[config.mk]
export PLATFORM = sky130hd
export DESIGN_NAME = row_scan_driver
export DESIGN_NICKNAME = d
export VERILOG_FILES = /design/src/rtl/row_scan_pkg.sv /design/src/rtl/row_scan_chain.sv /design/src/rtl/row_end_pins.sv /design/src/rtl/row_channel_drv.sv /design/src/rtl/row_scan_driver.sv
export SDC_FILE = /design/constraint.sdc
export NUM_CORES = 1
export LEC_CHECK = 0
export BUFFER_PORTS_ARGS = -buffer_cell sky130_fd_sc_hd__buf_2
export CORE_MARGIN = 2
export CORE_UTILIZATION = 52
export DETAILED_ROUTE_END_ITERATION = 12
export PLACE_DENSITY_LB_ADDON = 0.3
export SLEW_MARGIN = 20
export SYNTH_ARGS = -nofsm -noshare
export SYNTH_HDL_FRONTEND = slang
export SYNTH_SLANG_ARGS = --single-unit
[constraint.sdc]
create_clock -name clk -period 1.8 [get_ports clk]
set_clock_uncertainty 0.05 [all_clocks]
set_input_delay 0.09 -clock clk [delete_from_list [all_inputs] [get_ports clk]]
set_output_delay 0.09 -clock clk [all_outputs]
set_load 0.005 [all_outputs]
[src/rtl/row_scan_pkg.sv]
package row_scan_pkg;
  typedef enum logic [1:0] {
    CH_HIZ  = 2'b00,
    CH_LOW  = 2'b01,
    CH_HIGH = 2'b10
  } ch_drive_e;
endpackage

[src/rtl/row_scan_chain.sv]
module row_scan_chain #(
  parameter int NUM_CH = 40
) (
  input  logic              clk,
  input  logic              rst_n,
  input  logic              seed,
  input  logic              dir,
  input  logic              a_in,
  input  logic              b_in,
  output logic [NUM_CH-1:0] stage_q
);
  localparam logic [NUM_CH-1:0] TOKEN_LO = {{(NUM_CH-1){1'b0}}, 1'b1};
  localparam logic [NUM_CH-1:0] TOKEN_HI = {1'b1, {(NUM_CH-1){1'b0}}};

  always_ff @(posedge clk or negedge rst_n) begin
    if (!rst_n) begin
      stage_q <= '0;
    end else if (seed) begin
      stage_q <= dir ? TOKEN_LO : TOKEN_HI;
    end else if (dir) begin
      stage_q <= {stage_q[NUM_CH-2:0], a_in};
    end else begin
      stage_q <= {b_in, stage_q[NUM_CH-1:1]};
    end
  end
endmodule

[src/rtl/row_end_pins.sv]
module row_end_pins #(
  parameter int NUM_CH = 40
) (
  input  logic              dir,
  input  logic [NUM_CH-1:0] stage,
  output logic              a_out,
  output logic              a_en,
  output logic              b_out,
  output logic              b_en
);
  // The end that receives data releases its pin so a neighbour can drive it.
  assign b_en  = dir;
  assign a_en  = ~dir;
  assign b_out = dir ? stage[NUM_CH-1] : 1'b0;
  assign a_out = dir ? 1'b0 : stage[0];
endmodule

[src/rtl/row_channel_drv.sv]
module row_channel_drv
  import row_scan_pkg::*;
(
  input  logic      active,
  input  logic      pol,
  input  logic      oe,
  output ch_drive_e drv
);
  always_comb begin
    if (oe || !active) drv = CH_HIZ;
    else if (pol)      drv = CH_HIGH;
    else               drv = CH_LOW;
  end
endmodule

[src/rtl/row_scan_driver.sv]
module row_scan_driver
  import row_scan_pkg::*;
#(
  parameter int NUM_CH = 40,
  localparam int CODE_W = 2 * NUM_CH
) (
  input  logic              clk,
  input  logic              rst_n,
  input  logic              seed,
  input  logic              dir,
  input  logic              pol,
  input  logic              oe,
  input  logic              end_a_in,
  output logic              end_a_out,
  output logic              end_a_en,
  input  logic              end_b_in,
  output logic              end_b_out,
  output logic              end_b_en,
  output logic [CODE_W-1:0] ch_state
);
  logic [NUM_CH-1:0] stage_q;

  row_scan_chain #(.NUM_CH(NUM_CH)) u_chain (
    .clk     (clk),
    .rst_n   (rst_n),
    .seed    (seed),
    .dir     (dir),
    .a_in    (end_a_in),
    .b_in    (end_b_in),
    .stage_q (stage_q)
  );

  row_end_pins #(.NUM_CH(NUM_CH)) u_pins (
    .dir   (dir),
    .stage (stage_q),
    .a_out (end_a_out),
    .a_en  (end_a_en),
    .b_out (end_b_out),
    .b_en  (end_b_en)
  );

  for (genvar ch = 0; ch < NUM_CH; ch++) begin : g_ch
    ch_drive_e drv;
    row_channel_drv u_drv (
      .active (stage_q[ch]),
      .pol    (pol),
      .oe     (oe),
      .drv    (drv)
    );
    assign ch_state[2*ch +: 2] = drv;
  end
endmodule

==> flow_metrics.tcl, run 1 <==
set metrics [dict create \
    crit_buf_inv 2 \
    crit_path_cell_trace "buf_2, nor2b_4, and2_1, buf_2" \
    antenna_found_initial 0 \
    drive_above_1_share_pct 33.4 \
    reg2reg_depth 2 \
    drtPass1Iterations 4 \
    worstSetupStartpoint "pol" \
    synthMuxAreaShare_pct 17.0 \
    maxCapViolCount 0 \
    final.setup.worst_slack_ns 0.586 \
    worstHoldPathCells 3 \
    slowest_stage "nor2b_4" \
    crit_path_max_fanout 40 \
    root_buffer "clkbuf_8" \
    r2r-start "u_chain.stage_q[13]$_DFF_PN0_" \
    synth_area_leaders "dfrtp_1, and2_1, mux2i_1" \
    utilization_pct 67.6 \
    fillerInstances 369 \
    synthXorXnorAreaFrac_pct 0 \
    antenna_left 0 \
    synth_top_cell_by_area "dfrtp_1" \
    yosysSeqAreaShare_pct 44.6 \
    crit_top_cell "buf_2" \
    synth.top_cell.area_share_pct 44.6 \
    rows 23 \
    ctsLongestPathBuffers 2 \
    ff2ff_setup_slack_ns 0.96 \
    power_density_nw_per_um2 607 \
    viasPerCell 4.96 \
    ys_types 16 \
    drc 0 \
    areaGrowthSynthToFinish_pct 23.2 \
    yosysWarnings 0 \
    diodes 0 \
    clk_latency_ns 0.30 \
    top_regs "u_chain.stage_q x40" \
    setup_tns_ns 0 \
    status "complete, no violations" \
    syn_area_sq_um 2240 \
    synth_compound_area_share_pct 0.669 \
    fin_crit_ns 1.21 \
    syn_inst 226 \
    leakage_nw 1.65 \
    cp_data_arrival_time_ns 1.07 \
    grt_max_degree 46 \
    fmax_mhz 824 \
    portBuffers 91 \
    tightest_slew_ns 0.867 \
    cp-end-kind "primary output" \
    relSlewSlack_pct 42.2 \
    htreeDepth 2 \
    synth_top_family_by_area "simple AND/OR/NAND/NOR gates" \
    drv_slew 0 \
    start_util_pct 54.9 \
    hp-start "end_b_in" \
    required_ns 1.66 \
    die-area_sq_um 4860 \
    grt_overflow_total 0 \
    routedWlPerCell_um 13.0 \
    hold_class "input port to register" \
    largest_register "u_chain.stage_q" \
    drt-total-wl_mm 4.70 \
    critical_path_class "input port to primary output" \
    ctsResizeCount 0 \
    clock-sinks 40 \
    core_sq_um 4090 \
    synth_simple_gate_area_share_pct 30.8 \
    fin_cells 361 \
    num_vias 1789 \
    startpoint_type "input port" \
    cp.depth 4 \
    die_x_um 69.7 \
    grt_pass1_vias 1596 \
    cts_inserted_buffers 5 \
    hpwlAfterDp_mm 3.16 \
    grt_pass1_wl_mm 7.68 \
    cts_tree "built" \
    ios 92 \
    cp_top_family "simple AND/OR/NAND/NOR gates" \
    dp_slack_ns 0.550 \
    syn-num-nets 234 \
    gp_congestion 0.736 \
    max-vdd-ir-drop_mv 0.437 \
    finalNetCount 318 \
    grt_usage_pct 20.0 \
    fp.dieH_um 69.7 \
    largest_reg_flops 40 \
    syn_area_per_cell_sq_um 9.93 \
    ys_ff_latch 40 \
    dp_cells 351 \
    rsz0062_at_grt "false" \
    yosys.area_share.adder_pct 0 \
    finalHoldViolations 0 \
    post-route-period-util_pct 67.5 \
    clk_pin_slew_ns 0.07 \
    crit_path_max_incr_delay_ns 0.55 \
    detail_route.iter0.violations 81 \
    setup_viol 0 \
]
-- Yosys cell counts, drive strengths merged --
cell     n
nand3b   1
inv      1
dfrtp   40
and2    81
nor2b    2
mux2i   38
nand2b   1
buf      7
o21ai    3
clkbuf  12
nor2    40
-- metal layers --
metal  GRT usage [%]  vias up  part of all wire, %
li1                -      880                    -
met1            26.6      849                   46
met2            32.2       53                   47
met3            4.22        7                  5.1
met4            7.69        0                  1.6
met5               0        -                    0
-- area by class of cell --
type / count / area, sq um / area share (%)
Timing Repair Buffer: 96 / 510 / 18.5
Clock inverter: 2 / 15.0 / 0.543
Tap cell: 50 / 62.6 / 2.26
Sequential cell: 40 / 1000 / 36.2
Multi-Input combinational cell: 166 / 1090 / 39.4
Inverter: 1 / 3.75 / 0.136
Clock buffer: 6 / 82.6 / 2.99
-- final timing paths --
kind	endpoint
max in group asynchronous	u_chain.stage_q[33]$_DFF_PN0_
setup reg to reg	u_chain.stage_q[14]$_DFF_PN0_
hold reg to reg	u_chain.stage_q[23]$_DFF_PN0_
setup / recovery	ch_state[61]
min in group asynchronous	u_chain.stage_q[8]$_DFF_PN0_
hold / removal	u_chain.stage_q[39]$_DFF_PN0_
-- stage by stage --
stage	cell area, sq um	power [mW]	hold WS (ns)
final	2760	1.68	0.0334
after global placement	2650	1.06	0.198
after detailed placement	2650	1.06	0.193
after global routing	2760	1.75	0.0527
after floorplan	2240	1.03	-0.256
after CTS	2760	1.69	0.00975
-- worst min-delay path, cell delays in order --
cell and delay [ns]:
buf_2 0.08, nor2_1 0.03, o21ai_0 0.14
-- cells by family after synthesis --
family | count (synthesis)
compound gates | 3
buf+inv | 20
flops | 40
mux | 38
simple gates | 125
-- placed cells by master (no fill, tap or decap) --
master / instances
dfrtp_1: 40
o21ai_0: 3
nor2_1: 39
nand2b_1: 1
buf_2: 91
mux2i_1: 38
nor2_2: 1
nor2b_4: 1
dlygate4sd3_1: 2
nand3b_1: 1
buf_4: 2
nor2b_1: 1
clkbuf_8: 6
inv_1: 1
clkinvlp_4: 2
buf_12: 1
and2_1: 81
-- where the power goes --
part | switching, mW | internal, mW
Sequential | 0.00666 | 0.904
Combinational | 0.0869 | 0.0489
Clock | 0.322 | 0.310
Total | 0.416 | 1.26
-- repair_timing --
action / 4_1_cts / 5_1_grt
hold buffers: 2 / 0
setup endpoints to repair: 0 / 0
hold endpoints to repair: 41 / 0
setup buffers: 0 / 0
Power figures use the tool's default switching activity.
==> run 2: changes to the inputs <==
--- a/config.mk
+++ b/config.mk
@@ -5,9 +5,10 @@
 export SDC_FILE = /design/constraint.sdc
 export NUM_CORES = 1
 export LEC_CHECK = 0
+export ABC_AREA = 1
 export BUFFER_PORTS_ARGS = -buffer_cell sky130_fd_sc_hd__buf_2
 export CORE_MARGIN = 2
-export CORE_UTILIZATION = 52
+export CORE_UTILIZATION = 48
 export DETAILED_ROUTE_END_ITERATION = 12
 export PLACE_DENSITY_LB_ADDON = 0.3
 export SLEW_MARGIN = 20
==> constraint.sdc (replaced) <==
create_clock -name clk -period 1.2 [get_ports clk]
set_clock_uncertainty 0.05 [all_clocks]
set_input_delay 0.06 -clock clk [delete_from_list [all_inputs] [get_ports clk]]
set_output_delay 0.06 -clock clk [all_outputs]
set_load 0.005 [all_outputs]
==> run 2 against run 1 <==
  * Routed wire length grew 27%
  * Via count grew 34%
  * Sequential share of layout area shrank 3.0 points
  * Critical path depth shrank 1
  * Total power grew 78%
  * Global-route usage grew 2.6 points
  * Setup slack lost 0.56 ns
  * Utilization grew 0.18 points
  * Clock power grew 45%
  * Sequential power grew 64%
  * Critical path type is now register to primary output
==> flow_metrics.tcl, run 2 <==
set metrics [dict create \
    totalPowerFinal_mw 2.99 \
    synthTopCellsByCount "nor3_1, nor2_1, inv_1" \
    layout_common_cells "buf_2, nor2_1, nor3_1" \
    start_util_pct 50.7 \
    synth_top_cell_by_area "dfrtp_1" \
    hold_class "input port to register" \
    syn_area_per_cell_sq_um 7.02 \
    setup_viol 0 \
    finalHoldViolations 0 \
    num_vias 2392 \
    dp_cells 441 \
    synth_ff_type "dfrtp_1" \
    fin_crit_ns 1.17 \
    clk_pin_slew_ns 0.07 \
    htreeDepth 2 \
    relSlewSlack_pct 67.0 \
    cp_data_arrival_time_ns 1.06 \
    syn_area_sq_um 2250 \
    drv_slew 0 \
    critical_path_class "register to primary output" \
    fmax_mhz 854 \
    tightest_slew_ns 0.495 \
    diodes 0 \
    viasPerCell 5.12 \
    grt_max_degree 81 \
    largest_register "u_chain.stage_q" \
    clockPowerShare_pct 30.6 \
    clock-sinks 40 \
    max-vdd-ir-drop_mv 0.751 \
    leakage_nw 1.61 \
    yosysSeqAreaShare_pct 44.4 \
    rsz0062_at_grt "true" \
    areaGrowthSynthToFinish_pct 33.8 \
    grt_pass1_vias 2151 \
    top_regs "u_chain.stage_q x40" \
    status "complete, no violations" \
    portBuffers 91 \
    fillerInstances 395 \
    die-area_sq_um 5260 \
    crit_path_max_fanout 3 \
    gp_congestion 0.765 \
    maxCapViolCount 0 \
    die_x_um 72.5 \
    fin_cells 467 \
    required_ns 1.09 \
    drtPass1Iterations 4 \
    final_common_cell "buf_2" \
    netSwitchingFraction_pct 29.0 \
    post-route-period-util_pct 97.6 \
    p_int_mw 2.12 \
    cts_tree "built" \
    antenna_left 0 \
    finalNetCount 422 \
    routedWlPerCell_um 12.8 \
    syn_inst 321 \
    antenna_found_initial 0 \
    root_buffer "clkbuf_8" \
    largest_reg_flops 40 \
    fp.dieH_um 72.5 \
    rows 24 \
    combPwrFrac_pct 19.5 \
    synth.top_cell.area_share_pct 44.4 \
    grt_overflow_total 0 \
    seqPwrFrac_pct 49.9 \
    grt_pass1_wl_mm 9.54 \
    power_density_nw_per_um2 991 \
    hpwlAfterDp_mm 3.90 \
    drt-total-wl_mm 5.97 \
    synth_edf_count 0 \
    cts_inserted_buffers 5 \
    cp-end-kind "primary output" \
    startpoint_type "register" \
    synth_area_leaders "dfrtp_1, nor3_1, nor2_1" \
    core_sq_um 4440 \
    netSwitchingPower_uw 865 \
    drc 0 \
    grt_usage_pct 22.6 \
    syn-num-nets 329 \
    ios 92 \
    detail_route.iter0.violations 173 \
    ys_types 14 \
    synth_async_sr_flop_share_pct 100 \
    drive_above_1_share_pct 33.5 \
    ys_ff_latch 40 \
    yosysWarnings 0 \
    synth_most_common_cell "nor3_1" \
    clk_latency_ns 0.28 \
    ctsLongestPathBuffers 2 \
]
[run 2: logic make-up (layout without fill, tap and decap cells)]
| kind of cell | Yosys count | after routing | synth area share, % |
|---|---|---|---|
| buffers and inverters | 77 | 171 | 15.0 |
| DFF | 40 | 40 | 44.4 |
| and+or+nand+nor | 165 | 165 | 31.9 |
| AOI/OAI and AO/OA | 39 | 39 | 8.66 |
[run 2: power by group through the flow]
| stage | logic (mW) | clock network, mW | registers [mW] |
|---|---|---|---|
| 6_report | 0.582 | 0.914 | 1.49 |
| 5_1_grt | 0.658 | 0.980 | 1.50 |
| 4_1_cts | 0.515 | 0.929 | 1.49 |
| 3_5_place_dp | 0.506 | 0 | 1.52 |
| 3_3_place_gp | 0.489 | 0 | 1.52 |
| 2_1_floorplan | 0.340 | 0 | 1.50 |
[run 2: path summary, 6_finish.rpt]
check / start / to / slack (ns) / cells past startpoint
setup reg to reg: u_chain.stage_q[9]$_DFF_PN0_ / u_chain.stage_q[8]$_DFF_PN0_ / 0.31 / 3
max in group asynchronous: rst_n / u_chain.stage_q[32]$_DFF_PN0_ / 0.68 / 3
hold / removal: end_b_in / u_chain.stage_q[39]$_DFF_PN0_ / 0.006 / 5
hold reg to reg: u_chain.stage_q[1]$_DFF_PN0_ / u_chain.stage_q[0]$_DFF_PN0_ / 0.48 / 2
setup / recovery: u_chain.stage_q[35]$_DFF_PN0_ / ch_state[71] / 0.03 / 3
min in group asynchronous: rst_n / u_chain.stage_q[37]$_DFF_PN0_ / 0.23 / 3
[run 2: metal layers]
layer | wire [um] | vias up | GRT usage [%]
met2 | 3120 | 66 | 40.4
met3 | 243 | 2 | 4.03
li1 | - | 1201 | -
met1 | 2580 | 1123 | 28.4
met5 | 0 | - | 0
met4 | 25 | 0 | 5.76
[run 2: repair_timing]
action | in CTS | in global routing
resized for setup | 0 | 17
buffers inserted | 0 | 15
endpoints found under the hold margin | 42 | 0
endpoints found under the setup margin | 0 | 30
hold buffers | 3 | 0
[run 2: area by class of cell]
class	count	area, sq um	share of cell area, %
inverter	46	173	5.73
tap	52	65.1	2.16
clock buffer	8	90.1	2.99
sequential	40	1000	33.2
multi-input combinational	204	990	32.8
timing repair buffer	117	696	23.1
[run 2: worst max-delay path: stages, from the launching register on]
cell and delay, ns:
dfrtp_1 0.38, inv_1 0.07, nor3_1 0.19, buf_2 0.15
[run 2: per-stage QoR]
step | TNS, ns | cell area (sq um) | util [%] | setup slack (ns) | hold WS (ns)
floorplan | 0 | 2250 | - | 0.476 | -0.286
global placement | 0 | 2710 | 60.9 | 0.244 | 0.00270
detailed placement | 0 | 2710 | 60.9 | 0.196 | -0.00619
CTS | 0 | 2830 | 63.6 | 0.0348 | 0.000388
global route | -0.255 | 3010 | 67.8 | -0.0932 | 0.0165
finish | 0 | 3010 | 67.8 | 0.0292 | 0.00624
==> run 3: changes to the inputs <==
--- a/config.mk
+++ b/config.mk
@@ -10,7 +10,7 @@
 export CORE_MARGIN = 2
 export CORE_UTILIZATION = 48
 export DETAILED_ROUTE_END_ITERATION = 12
-export PLACE_DENSITY_LB_ADDON = 0.3
+export PLACE_DENSITY_LB_ADDON = 0.05
 export SLEW_MARGIN = 20
 export SYNTH_ARGS = -nofsm -noshare
 export SYNTH_HDL_FRONTEND = slang
==> run 3 against run 2 <==
  * Design area rose by 1.2%
  * Worst hold slack improved by 0.16 ns
  * Highest routed layer unchanged
  * Utilization rose by 0.84 points
  * Critical path type unchanged
  * Sequential share of layout area fell by 0.41 points
  * Setup slack got worse by 0.018 ns
==> flow_metrics.tcl, run 3 (same netlist as run 2, synthesis figures left out) <==
set metrics [dict create \
    leakage_nw 1.61 \
    die-area_sq_um 5260 \
    fin_crit_ns 1.19 \
    crit_path_max_incr_delay_ns 0.38 \
    largest_reg_flops 40 \
    layout_common_cells "buf_2, nor2_1, nor3_1" \
    clock-sinks 40 \
    finalHoldViolations 0 \
    largest_register "u_chain.stage_q" \
    ff2ff_setup_slack_ns 0.31 \
    fp.dieH_um 72.5 \
    post-route-period-util_pct 99.1 \
    drtPass1Iterations 4 \
    antenna_left 0 \
    grt_max_degree 81 \
    start_util_pct 50.7 \
    clk_pin_slew_ns 0.07 \
    dp_cells 441 \
    grt_pass1_vias 2062 \
    crit_path_cell_trace "inv_1, nor3_1, buf_2" \
    hold_class "input port to register" \
    crit_end "ch_state[76]" \
    routedWlPerCell_um 12.1 \
    top_regs "u_chain.stage_q x40" \
    antenna_found_initial 0 \
    maxCapViolCount 0 \
    finalNetCount 418 \
    ios 92 \
    grt_usage_pct 22.3 \
    detail_route.iter0.violations 140 \
    status "complete, no violations" \
    cp-end-kind "primary output" \
    fin_cells 463 \
    core_sq_um 4440 \
    required_ns 1.09 \
    crit_path_max_fanout 3 \
    hpwlAfterDp_mm 3.71 \
    r2r-start "u_chain.stage_q[37]$_DFF_PN0_" \
    r2r-end "u_chain.stage_q[36]$_DFF_PN0_" \
    max-vdd-ir-drop_mv 0.656 \
    reg2reg_depth 3 \
    fmax_mhz 841 \
    grt_overflow_total 0 \
    drt-total-wl_mm 5.59 \
    drc 0 \
    critical_path_class "register to primary output" \
    setup_viol 0 \
    areaGrowthSynthToFinish_pct 35.4 \
    rows 24 \
    htreeDepth 2 \
    die_x_um 72.5 \
    grt_pass1_wl_mm 9.29 \
    relSlewSlack_pct 76.7 \
    drv_slew 0 \
    gp_congestion 0.810 \
    cts_tree "built" \
    viasPerCell 5.06 \
    slowest_stage "dfrtp_1" \
    drive_above_1_share_pct 33.6 \
    totalPowerFinal_mw 2.98 \
    tightest_slew_ns 0.350 \
    clk_latency_ns 0.28 \
    rsz0062_at_grt "true" \
    final_common_cell "buf_2" \
    startpoint_type "register" \
    fillerInstances 406 \
    num_vias 2345 \
    cp_data_arrival_time_ns 1.08 \
    worstSetupStartpoint "u_chain.stage_q[38]$_DFF_PN0_" \
    portBuffers 91 \
    power_density_nw_per_um2 977 \
    setup_tns_ns 0 \
    ctsLongestPathBuffers 2 \
    diodes 0 \
    cts_inserted_buffers 5 \
    root_buffer "clkbuf_8" \
]
run 3: worst min-delay path by stage:
stage	from	endpoint	cells after the start
3_5_place_dp	rst_n	u_chain.stage_q[5]$_DFF_PN0_	2
5_1_grt	dir	u_chain.stage_q[36]$_DFF_PN0_	4
6_report	dir	u_chain.stage_q[36]$_DFF_PN0_	4
2_1_floorplan	rst_n	u_chain.stage_q[0]$_DFF_PN0_	0
3_3_place_gp	rst_n	u_chain.stage_q[4]$_DFF_PN0_	2
4_1_cts	dir	u_chain.stage_q[36]$_DFF_PN0_	4
run 3: power breakdown:
group | switching, mW | internal [mW]
Clock | 0.436 | 0.469
Combinational | 0.351 | 0.233
Sequential | 0.0635 | 1.43
run 3: what timing repair did:
item / in CTS / in global routing
hold buffers: 4 / 0
resized for setup: 1 / 22
endpoints found under the setup margin: 1 / 50
hold endpoints to repair: 43 / 0
buffers inserted: 0 / 10
run 3: cell type report:
type | instances | area (sq um) | share of cell area [%]
Clock buffer | 8 | 90.1 | 2.95
Inverter | 46 | 175 | 5.74
Multi-Input combinational cell | 204 | 1000 | 32.8
Sequential cell | 40 | 1000 | 32.8
Tap cell | 52 | 65.1 | 2.13
Timing Repair Buffer | 113 | 721 | 23.6
run 3: routing by layer:
metal / GRT usage (%) / wire length, um
met4: 5.14 / 34
met3: 4.31 / 259
met1: 30.4 / 2560
met2: 37.0 / 2730
met5: 0 / 0
run 3: worst max-delay path, delay by kind of cell, from the launching register on:
kind                   cells  cell delay [ns]
buffers and inverters      2             0.24
DFF                        1             0.38
and+or+nand+nor            1             0.18
run 3: stage by stage:
step                      setup WS, ns  cell area [sq um]  util, %  hold slack (ns)
after CTS                       0.0365               2890     65.1            0.159
after global routing           -0.0149               3050     68.7            0.173
after detailed placement        0.0503               2760     62.0         -0.00684
after global placement           0.107               2760     62.0         -0.00168
after floorplan                  0.476               2250        -           -0.286
final                           0.0112               3050     68.7            0.168
